**src/rtl/intc_pkg.sv**
```systemverilog
package intc_pkg;

  // Register select codes on bus_addr
  typedef enum logic [1:0] {
    REG_STAT = 2'd0,
    REG_EN   = 2'd1,
    REG_ACK  = 2'd2,
    REG_ME   = 2'd3
  } intc_reg_e;

  localparam int ADDR_W = 2;
  localparam int ME_BIT = 0;

endpackage

```
**src/rtl/intc_pend.sv**
```systemverilog
module intc_pend #(
  parameter int NUM_IN = 16
) (
  input  logic              clk,
  input  logic              rst,
  input  logic [NUM_IN-1:0] irq_in,
  input  logic [NUM_IN-1:0] ack_i,
  output logic [NUM_IN-1:0] pend_o
);

  logic [NUM_IN-1:0] prev_q;
  logic [NUM_IN-1:0] pend_q;
  logic [NUM_IN-1:0] rise;

  for (genvar k = 0; k < NUM_IN; k++) begin : g_line
    assign rise[k] = irq_in[k] & ~prev_q[k];

    always_ff @(posedge clk) begin
      if (rst) begin
        prev_q[k] <= 1'b0;
        pend_q[k] <= 1'b0;
      end else begin
        prev_q[k] <= irq_in[k];
        // a fresh edge overrides a simultaneous clear
        pend_q[k] <= rise[k] | (pend_q[k] & ~ack_i[k]);
      end
    end
  end

  assign pend_o = pend_q;


  ack_clr_chk: assert property (@(posedge clk) disable iff (rst)
    |(ack_i & ~rise) |=> ((pend_q & $past(ack_i & ~rise)) == '0));


  edge_wins_chk: assert property (@(posedge clk) disable iff (rst)
    |rise |=> ((pend_q & $past(rise)) == $past(rise)));


  pend_hold_chk: assert property (@(posedge clk) disable iff (rst)
    |(pend_q & ~ack_i) |=> ((pend_q & $past(pend_q & ~ack_i)) == $past(pend_q & ~ack_i)));

endmodule

```
**src/rtl/intc_regs.sv**
```systemverilog
module intc_regs
  import intc_pkg::*;
#(
  parameter int DATA_W = 32,
  parameter int NUM_IN = 16
) (
  input  logic              clk,
  input  logic              rst,
  input  logic              bus_sel,
  input  logic              bus_wr,
  input  logic [ADDR_W-1:0] bus_addr,
  input  logic [DATA_W-1:0] bus_wdata,
  output logic [DATA_W-1:0] bus_rdata,
  input  logic [NUM_IN-1:0] pend_i,
  output logic [NUM_IN-1:0] en_o,
  output logic [NUM_IN-1:0] ack_o,
  output logic              me_o
);

  logic [NUM_IN-1:0] en_q;
  logic [NUM_IN-1:0] ack_q;
  logic              me_q;
  logic [DATA_W-1:0] rd_q;
  logic [DATA_W-1:0] rd_mux;
  logic              wr_stb;
  logic              rd_stb;
  logic              ack_wr;
  logic              unused_wdata;

  assign wr_stb = bus_sel & bus_wr;
  assign rd_stb = bus_sel & ~bus_wr;
  assign ack_wr = wr_stb && (intc_reg_e'(bus_addr) == REG_ACK);
  assign unused_wdata = ^bus_wdata;

  always_comb begin
    rd_mux = '0;
    case (intc_reg_e'(bus_addr))
      REG_STAT: rd_mux[NUM_IN-1:0] = pend_i;
      REG_EN:   rd_mux[NUM_IN-1:0] = en_q;
      REG_ME:   rd_mux[ME_BIT]     = me_q;
      default:  rd_mux = '0;
    endcase
  end

  always_ff @(posedge clk) begin
    if (rst) begin
      en_q  <= '0;
      ack_q <= '0;
      me_q  <= 1'b0;
      rd_q  <= '0;
    end else begin
      ack_q <= '0;
      if (wr_stb) begin
        case (intc_reg_e'(bus_addr))
          REG_EN:  en_q  <= bus_wdata[NUM_IN-1:0];
          REG_ACK: ack_q <= bus_wdata[NUM_IN-1:0];
          REG_ME:  me_q  <= bus_wdata[ME_BIT];
          default: ;
        endcase
      end
      if (rd_stb) rd_q <= rd_mux;
    end
  end

  assign en_o      = en_q;
  assign ack_o     = ack_q;
  assign me_o      = me_q;
  assign bus_rdata = rd_q;


  ack_self_clear_chk: assert property (@(posedge clk) disable iff (rst)
    (|ack_q && !ack_wr) |=> (ack_q == '0));


  stat_wr_ignored_chk: assert property (@(posedge clk) disable iff (rst)
    (wr_stb && intc_reg_e'(bus_addr) == REG_STAT) |=> ($stable(en_q) && $stable(me_q)));

endmodule

```
**src/rtl/intc_irq_out.sv**
```systemverilog
module intc_irq_out #(
  parameter int NUM_IN = 16
) (
  input  logic              clk,
  input  logic              rst,
  input  logic [NUM_IN-1:0] pend_i,
  input  logic [NUM_IN-1:0] en_i,
  input  logic              me_i,
  output logic              irq_o
);

  logic irq_q;

  always_ff @(posedge clk) begin
    if (rst) irq_q <= 1'b0;
    else     irq_q <= me_i & (|(pend_i & en_i));
  end

  assign irq_o = irq_q;


  me_gate_chk: assert property (@(posedge clk) disable iff (rst)
    !me_i |=> !irq_q);


  irq_cause_chk: assert property (@(posedge clk) disable iff (rst)
    $rose(irq_q) |-> $past(|(pend_i & en_i)));

endmodule

```
**src/rtl/intc_core.sv**
```systemverilog
module intc_core
  import intc_pkg::*;
#(
  parameter int DATA_W = 32,
  parameter int NUM_IN = 16
) (
  input  logic              clk,
  input  logic              rst,
  input  logic [NUM_IN-1:0] irq_in,
  input  logic              bus_sel,
  input  logic              bus_wr,
  input  logic [1:0]        bus_addr,
  input  logic [DATA_W-1:0] bus_wdata,
  output logic [DATA_W-1:0] bus_rdata,
  output logic              irq_out
);

  logic [NUM_IN-1:0] pend;
  logic [NUM_IN-1:0] en;
  logic [NUM_IN-1:0] ack;
  logic              me;

  intc_pend #(.NUM_IN(NUM_IN)) u_pend (
    .clk    (clk),
    .rst    (rst),
    .irq_in (irq_in),
    .ack_i  (ack),
    .pend_o (pend)
  );

  intc_regs #(.DATA_W(DATA_W), .NUM_IN(NUM_IN)) u_regs (
    .clk       (clk),
    .rst       (rst),
    .bus_sel   (bus_sel),
    .bus_wr    (bus_wr),
    .bus_addr  (bus_addr),
    .bus_wdata (bus_wdata),
    .bus_rdata (bus_rdata),
    .pend_i    (pend),
    .en_o      (en),
    .ack_o     (ack),
    .me_o      (me)
  );

  intc_irq_out #(.NUM_IN(NUM_IN)) u_irq (
    .clk    (clk),
    .rst    (rst),
    .pend_i (pend),
    .en_i   (en),
    .me_i   (me),
    .irq_o  (irq_out)
  );


  reset_quiet_chk: assert property (@(posedge clk)
    rst |=> !irq_out);

endmodule

```
**config.mk**
```make
export PLATFORM = sky130hd
export DESIGN_NAME = intc_core
export DESIGN_NICKNAME = d
export VERILOG_FILES = /design/src/rtl/intc_pkg.sv /design/src/rtl/intc_pend.sv /design/src/rtl/intc_regs.sv /design/src/rtl/intc_irq_out.sv /design/src/rtl/intc_core.sv
export SDC_FILE = /design/constraint.sdc
export NUM_CORES = 1
export LEC_CHECK = 0
export ABC_AREA = 1
export CAP_MARGIN = 20
export CELL_PAD_IN_SITES_DETAIL_PLACEMENT = 2
export CELL_PAD_IN_SITES_GLOBAL_PLACEMENT = 2
export CORE_ASPECT_RATIO = 1.5
export CORE_MARGIN = 4
export CORE_UTILIZATION = 28
export CTS_BUF_LIST = sky130_fd_sc_hd__clkbuf_4 sky130_fd_sc_hd__clkbuf_8 sky130_fd_sc_hd__clkbuf_16
export DETAILED_ROUTE_END_ITERATION = 10
export PLACE_DENSITY = 0.94
export SKIP_LAST_GASP = 1
export SLEW_MARGIN = 15
export SYNTH_ARGS = -nofsm -noshare
export SYNTH_HDL_FRONTEND = slang
export SYNTH_SLANG_ARGS = --single-unit
```
**constraint.sdc**
```tcl
create_clock -name clk -period 2 [get_ports clk]
set_input_delay 0.4 -clock clk [delete_from_list [all_inputs] [get_ports clk]]
set_output_delay 0.4 -clock clk [all_outputs]
set_load 0.1 [all_outputs]
```
### Word-level counts from Yosys, hierarchy flattened

Cells that the tools add are included.
Widths: inputs -> output; s select.

* bits in read-only memories: 0
* input bits: 54
* bits in latches: 0
* memories: 0
* logic and storage cells: 134
* register bits after elaboration: 82
* RAM bits: 0
* output and inout bits: 33

* magnitude comparators: 0
* div/mod/pow operators: 0
* add/subtract/negate cells: 0
* multipliers: 0
* equality and inequality tests: 3
* reduce and logical (&&, ||, !) cells: 5
* bitwise operators: 87
* muxes and demuxes: 2
* shift operators: 0

Operators with widths (count)
* $and 1x1->1: 35
* $not 1->1: 35
* $pmux 15 s2: 1
* $and 16x16->16: 1
* $or 1x1->1: 16
* $reduce_or 16->1: 1
* $eq 2x2->1 const B: 2
* $reduce_and 2->1: 2
* $pmux 1 s3: 1
* $reduce_or 3->1: 1
* $eq 2x1->1 const B: 1
* $logic_not 2->1: 1

### Logic depth before layout (Yosys ltp)

* depth after elaboration: 3
* gate-level depth with buffers: 7

### Cells and area by module

A second synthesis with hierarchy kept.

* cells, all modules: 472
* area total of the unflattened synthesis: 3372.0 µm²

Modules (own cells, without submodules)
* intc_regs: cells each 287, times used 1, area each 2023.2 µm²
* intc_pend: cells each 150, times used 1, area each 1201.2 µm²
* intc_irq_out: cells each 35, times used 1, area each 147.6 µm²

### Worst setup path before layout

OpenSTA, ideal clock, no wires.

* path type: register to output
* start point: register u_regs.rd_q[10], in the netlist u_regs.bus_rdata[10]
* end point: output bus_rdata[10]
* slack: 0.675 ns
* stages on the path, launching flop included: 1
* path buffers: 0
* data arrival time: 0.925 ns
* data required time: 1.600 ns
* cell sequence: dfxtp_1

RTL lines
* start, declared: RTL line intc_regs.sv:23 `logic [DATA_W-1:0] rd_q;`
* start signal, assigned: RTL line intc_regs.sv:61 `if (rd_stb) rd_q <= rd_mux;`
* end, declared: RTL line intc_core.sv:14 `output logic [DATA_W-1:0] bus_rdata,`

No word-level cell between the ends.

### Worst setup path in the final report

* start point: input bus_addr[0]
* end point: register u_regs.en_q[8], in the netlist u_regs.en_o[8]

* word-level cells in the longest chain between the ends: 2

Ends and longest elaborated chain
* start, declared: RTL line intc_core.sv:12 `input logic [1:0] bus_addr,`
* $eq 2x1->1: RTL line intc_regs.sv:54 `case (intc_reg_e'(bus_addr))`
* $reduce_and 2->1 (no source line)
* end signal, assigned: RTL line intc_regs.sv:55 `REG_EN: en_q <= bus_wdata[NUM_IN-1:0];`
* end, declared: RTL line intc_regs.sv:20 `logic [NUM_IN-1:0] en_q;`

No other way between the ends.
A chain may end at the register's enable or synchronous reset.

==> results.json <==
{
  "status": "finished clean",
  "synthTopCellsByArea": "dfxtp_1, nor2_1, nand2_1",
  "ios": 87,
  "ctsResizeCount": 0,
  "slowest_stage": "clkdlybuf4s50_1",
  "yosysTopAreaCell": "dfxtp_1",
  "p_leak_nw": 1.87,
  "drtPass1Iterations": 4,
  "cp.depth": 7,
  "cts_buffers": 9,
  "routed_wl_mm": 10.0,
  "grt_overflow": 0,
  "hold_depth": 1,
  "ir_worst_vdd_v": 0.000406,
  "yosysSeqAreaShare": 0.524,
  "syn_area_sq_um": 3130,
  "wl_per_cell_um": 16.1,
  "cts_htree_levels": 3,
  "slew_violations": 0,
  "p_per_area_nw_per_um2": 994,
  "drive_gt1_frac": 0.0943,
  "pwr-share-comb": 0.157,
  "critPathTopFamily": "buffers and inverters",
  "initial_core_util": 0.285,
  "path_cells": "clkdlybuf4s50_1 > inv_2 > nor2_4 > nand2_4 > inv_2 > nor2_1 > nor2_1",
  "yosysTopAreaCellShare": 0.524,
  "die_h_um": 138,
  "die_area_sq_um": 13000,
  "postCtsSetupRepairBufs": 0,
  "hold_class": "register to register",
  "grt_start_max_net_pins": 49,
  "critPathLaunchType": "input port",
  "drt_iter0_drc": 76,
  "antenna_found_initial": 0,
  "finalCritPeriodShare": 0.805,
  "ys_types": 19,
  "seqPwrFrac": 0.445,
  "drc": 0,
  "clockBufferDepth": 2,
  "maxSlewHeadroom": 0.649,
  "synth-seq-cells": 82,
  "grt_pass1_wl_mm": 16.4,
  "max_freq_ghz": 0.621,
  "critPathCaptureType": "register",
  "io_buffers": 54,
  "gp_routability_congestion": 0.785,
  "synthCells": 418,
  "cp.arrival_ns": 1.88,
  "power.share.switching": 0.299,
  "syn2layout_area_growth_pct": 28.3,
  "maxCapViolCount": 0,
  "synth.avg_cell_area_sq_um": 7.49,
  "p_sw_mw": 1.20,
  "clock_tree.root_cell": "clkbuf_16",
  "core_sq_um": 11000,
  "path_buf_inv": 3,
  "layout_common_cells": "nor2_1, nand2_1, dfxtp_1, inv_1, clkdlybuf4s50_1",
  "cts_tree": "built",
  "worstMarginPinSlew_ns": 0.526,
  "cts_sinks": 82,
  "path_class": "input port to register",
  "final_common_cell": "nor2_1",
  "clk_latency_ns": 0.34,
  "crit_required_ns": 2.27,
  "critical_path.max_fanout": 17,
  "row_count": 47,
  "viasPerCell": 4.47,
  "grt_pass1_vias": 3180,
  "die_w_um": 94.3,
  "rsz0062_at_grt": "no",
  "setup_tns_ns": 0,
  "insertedDiodeCount": 0,
  "clk_pin_slew_ns": 0.06,
  "cellInternalPower_mw": 2.80,
  "finalHoldViolations": 0,
  "ff2ff_path_depth": 6,
  "antenna_left": 0,
  "grt_usage": 0.164,
  "hold_buffers": 0,
  "ys.warnings.count": 0,
  "via_count": 2787,
  "clkPwrFrac": 0.398,
  "critical-path-max-stage-delay_ns": 0.57,
  "placed_cells": 608,
  "fin_cells": 624,
  "utilization": 0.365,
  "setup_viol": 0,
  "place_hpwl_mm": 6.87,
  "final.min_clock_period_ns": 1.61,
  "fin_skew_ns": 0.00634,
  "p_total_mw": 3.99,
  "num-nets-final": 526
}
## layer usage
| metal | wire length (um) | vias up | global-route usage | part of all wire |
|---|---|---|---|---|
| li1 | - | 1362 | - | - |
| met5 | 0 | - | 0 | 0 |
| met2 | 5480 | 54 | 0.304 | 0.55 |
| met4 | 206 | 0 | 0.0643 | 0.021 |
| met3 | 319 | 14 | 0.0317 | 0.032 |
| met1 | 4020 | 1357 | 0.181 | 0.40 |
## logic make-up after synthesis
family,after synthesis,share of synthesized area
other,1,0.00120
buffers and inverters,84,0.126
flip-flops,82,0.524
AO/OA/AOI/OAI,34,0.0735
AND/OR/NAND/NOR,217,0.275
## final timing paths
kind	from	endpoint	slack, ns
worst max-delay path	bus_addr[0]	u_regs.en_o[8]	0.39
worst max register to register	u_regs.en_o[8]	u_irq.irq_o	0.92
worst min register to register	u_pend.prev_q[11]	u_pend.pend_o[11]	0.43
worst min-delay path	u_pend.prev_q[11]	u_pend.pend_o[11]	0.43
## worst reg2reg max path, stage by stage (launching register included)
cell and delay [ns]:
dfxtp_1 0.35, nand2_1 0.10, nand2_1 0.07, nor2_1 0.15
nand2_1 0.10, nor2_1 0.12, nor2_1 0.07
## stage by stage
| stage | hold WS (ns) | cell area [sq um] | setup slack, ns |
|---|---|---|---|
| 2_1_floorplan | 0.401 | 3190 | 0.675 |
| 3_3_place_gp | 0.404 | 3720 | 0.202 |
| 3_5_place_dp | 0.417 | 3720 | 0.0631 |
| 4_1_cts | 0.423 | 4020 | 0.393 |
| 5_1_grt | 0.432 | 4020 | 0.254 |
| 6_report | 0.426 | 4020 | 0.391 |
## power groups by stage
stage / clock (mW) / combinational [mW] / sequential, mW
3_5_place_dp: 0 / 0.621 / 1.81
2_1_floorplan: 0 / 0.327 / 1.93
6_report: 1.59 / 0.626 / 1.78
4_1_cts: 1.62 / 0.632 / 1.78
5_1_grt: 1.69 / 0.673 / 1.79
3_3_place_gp: 0 / 0.599 / 1.80
## state kept, by name (all words and copies together) (netlist names)
register and count:
u_pend.pend_o 16, u_pend.prev_q 16, u_regs.ack_o 16, u_regs.bus_rdata 16, u_regs.en_o 16, u_irq.irq_o 1
u_regs.me_o 1
## synth_stat cells, drive strengths merged
cell type  count
buf           27
clkbuf         5
nand3         17
nor2         103
a21oi          1
nand2         93
o32ai         16
nand4          3
conb           1
nor2b          1
inv           52
dfxtp         82
o21ai         17
## cell type report
| type | instances | area [sq um] |
|---|---|---|
| sequential | 82 | 1640 |
| timing repair buffer | 60 | 551 |
| multi-input combinational | 267 | 1150 |
| tap | 147 | 184 |
| clock inverter | 5 | 38.8 |
| inverter | 52 | 195 |
| clock buffer | 11 | 253 |
| fill | 1280 | 6980 |
(Power assumes the default switching activity.)
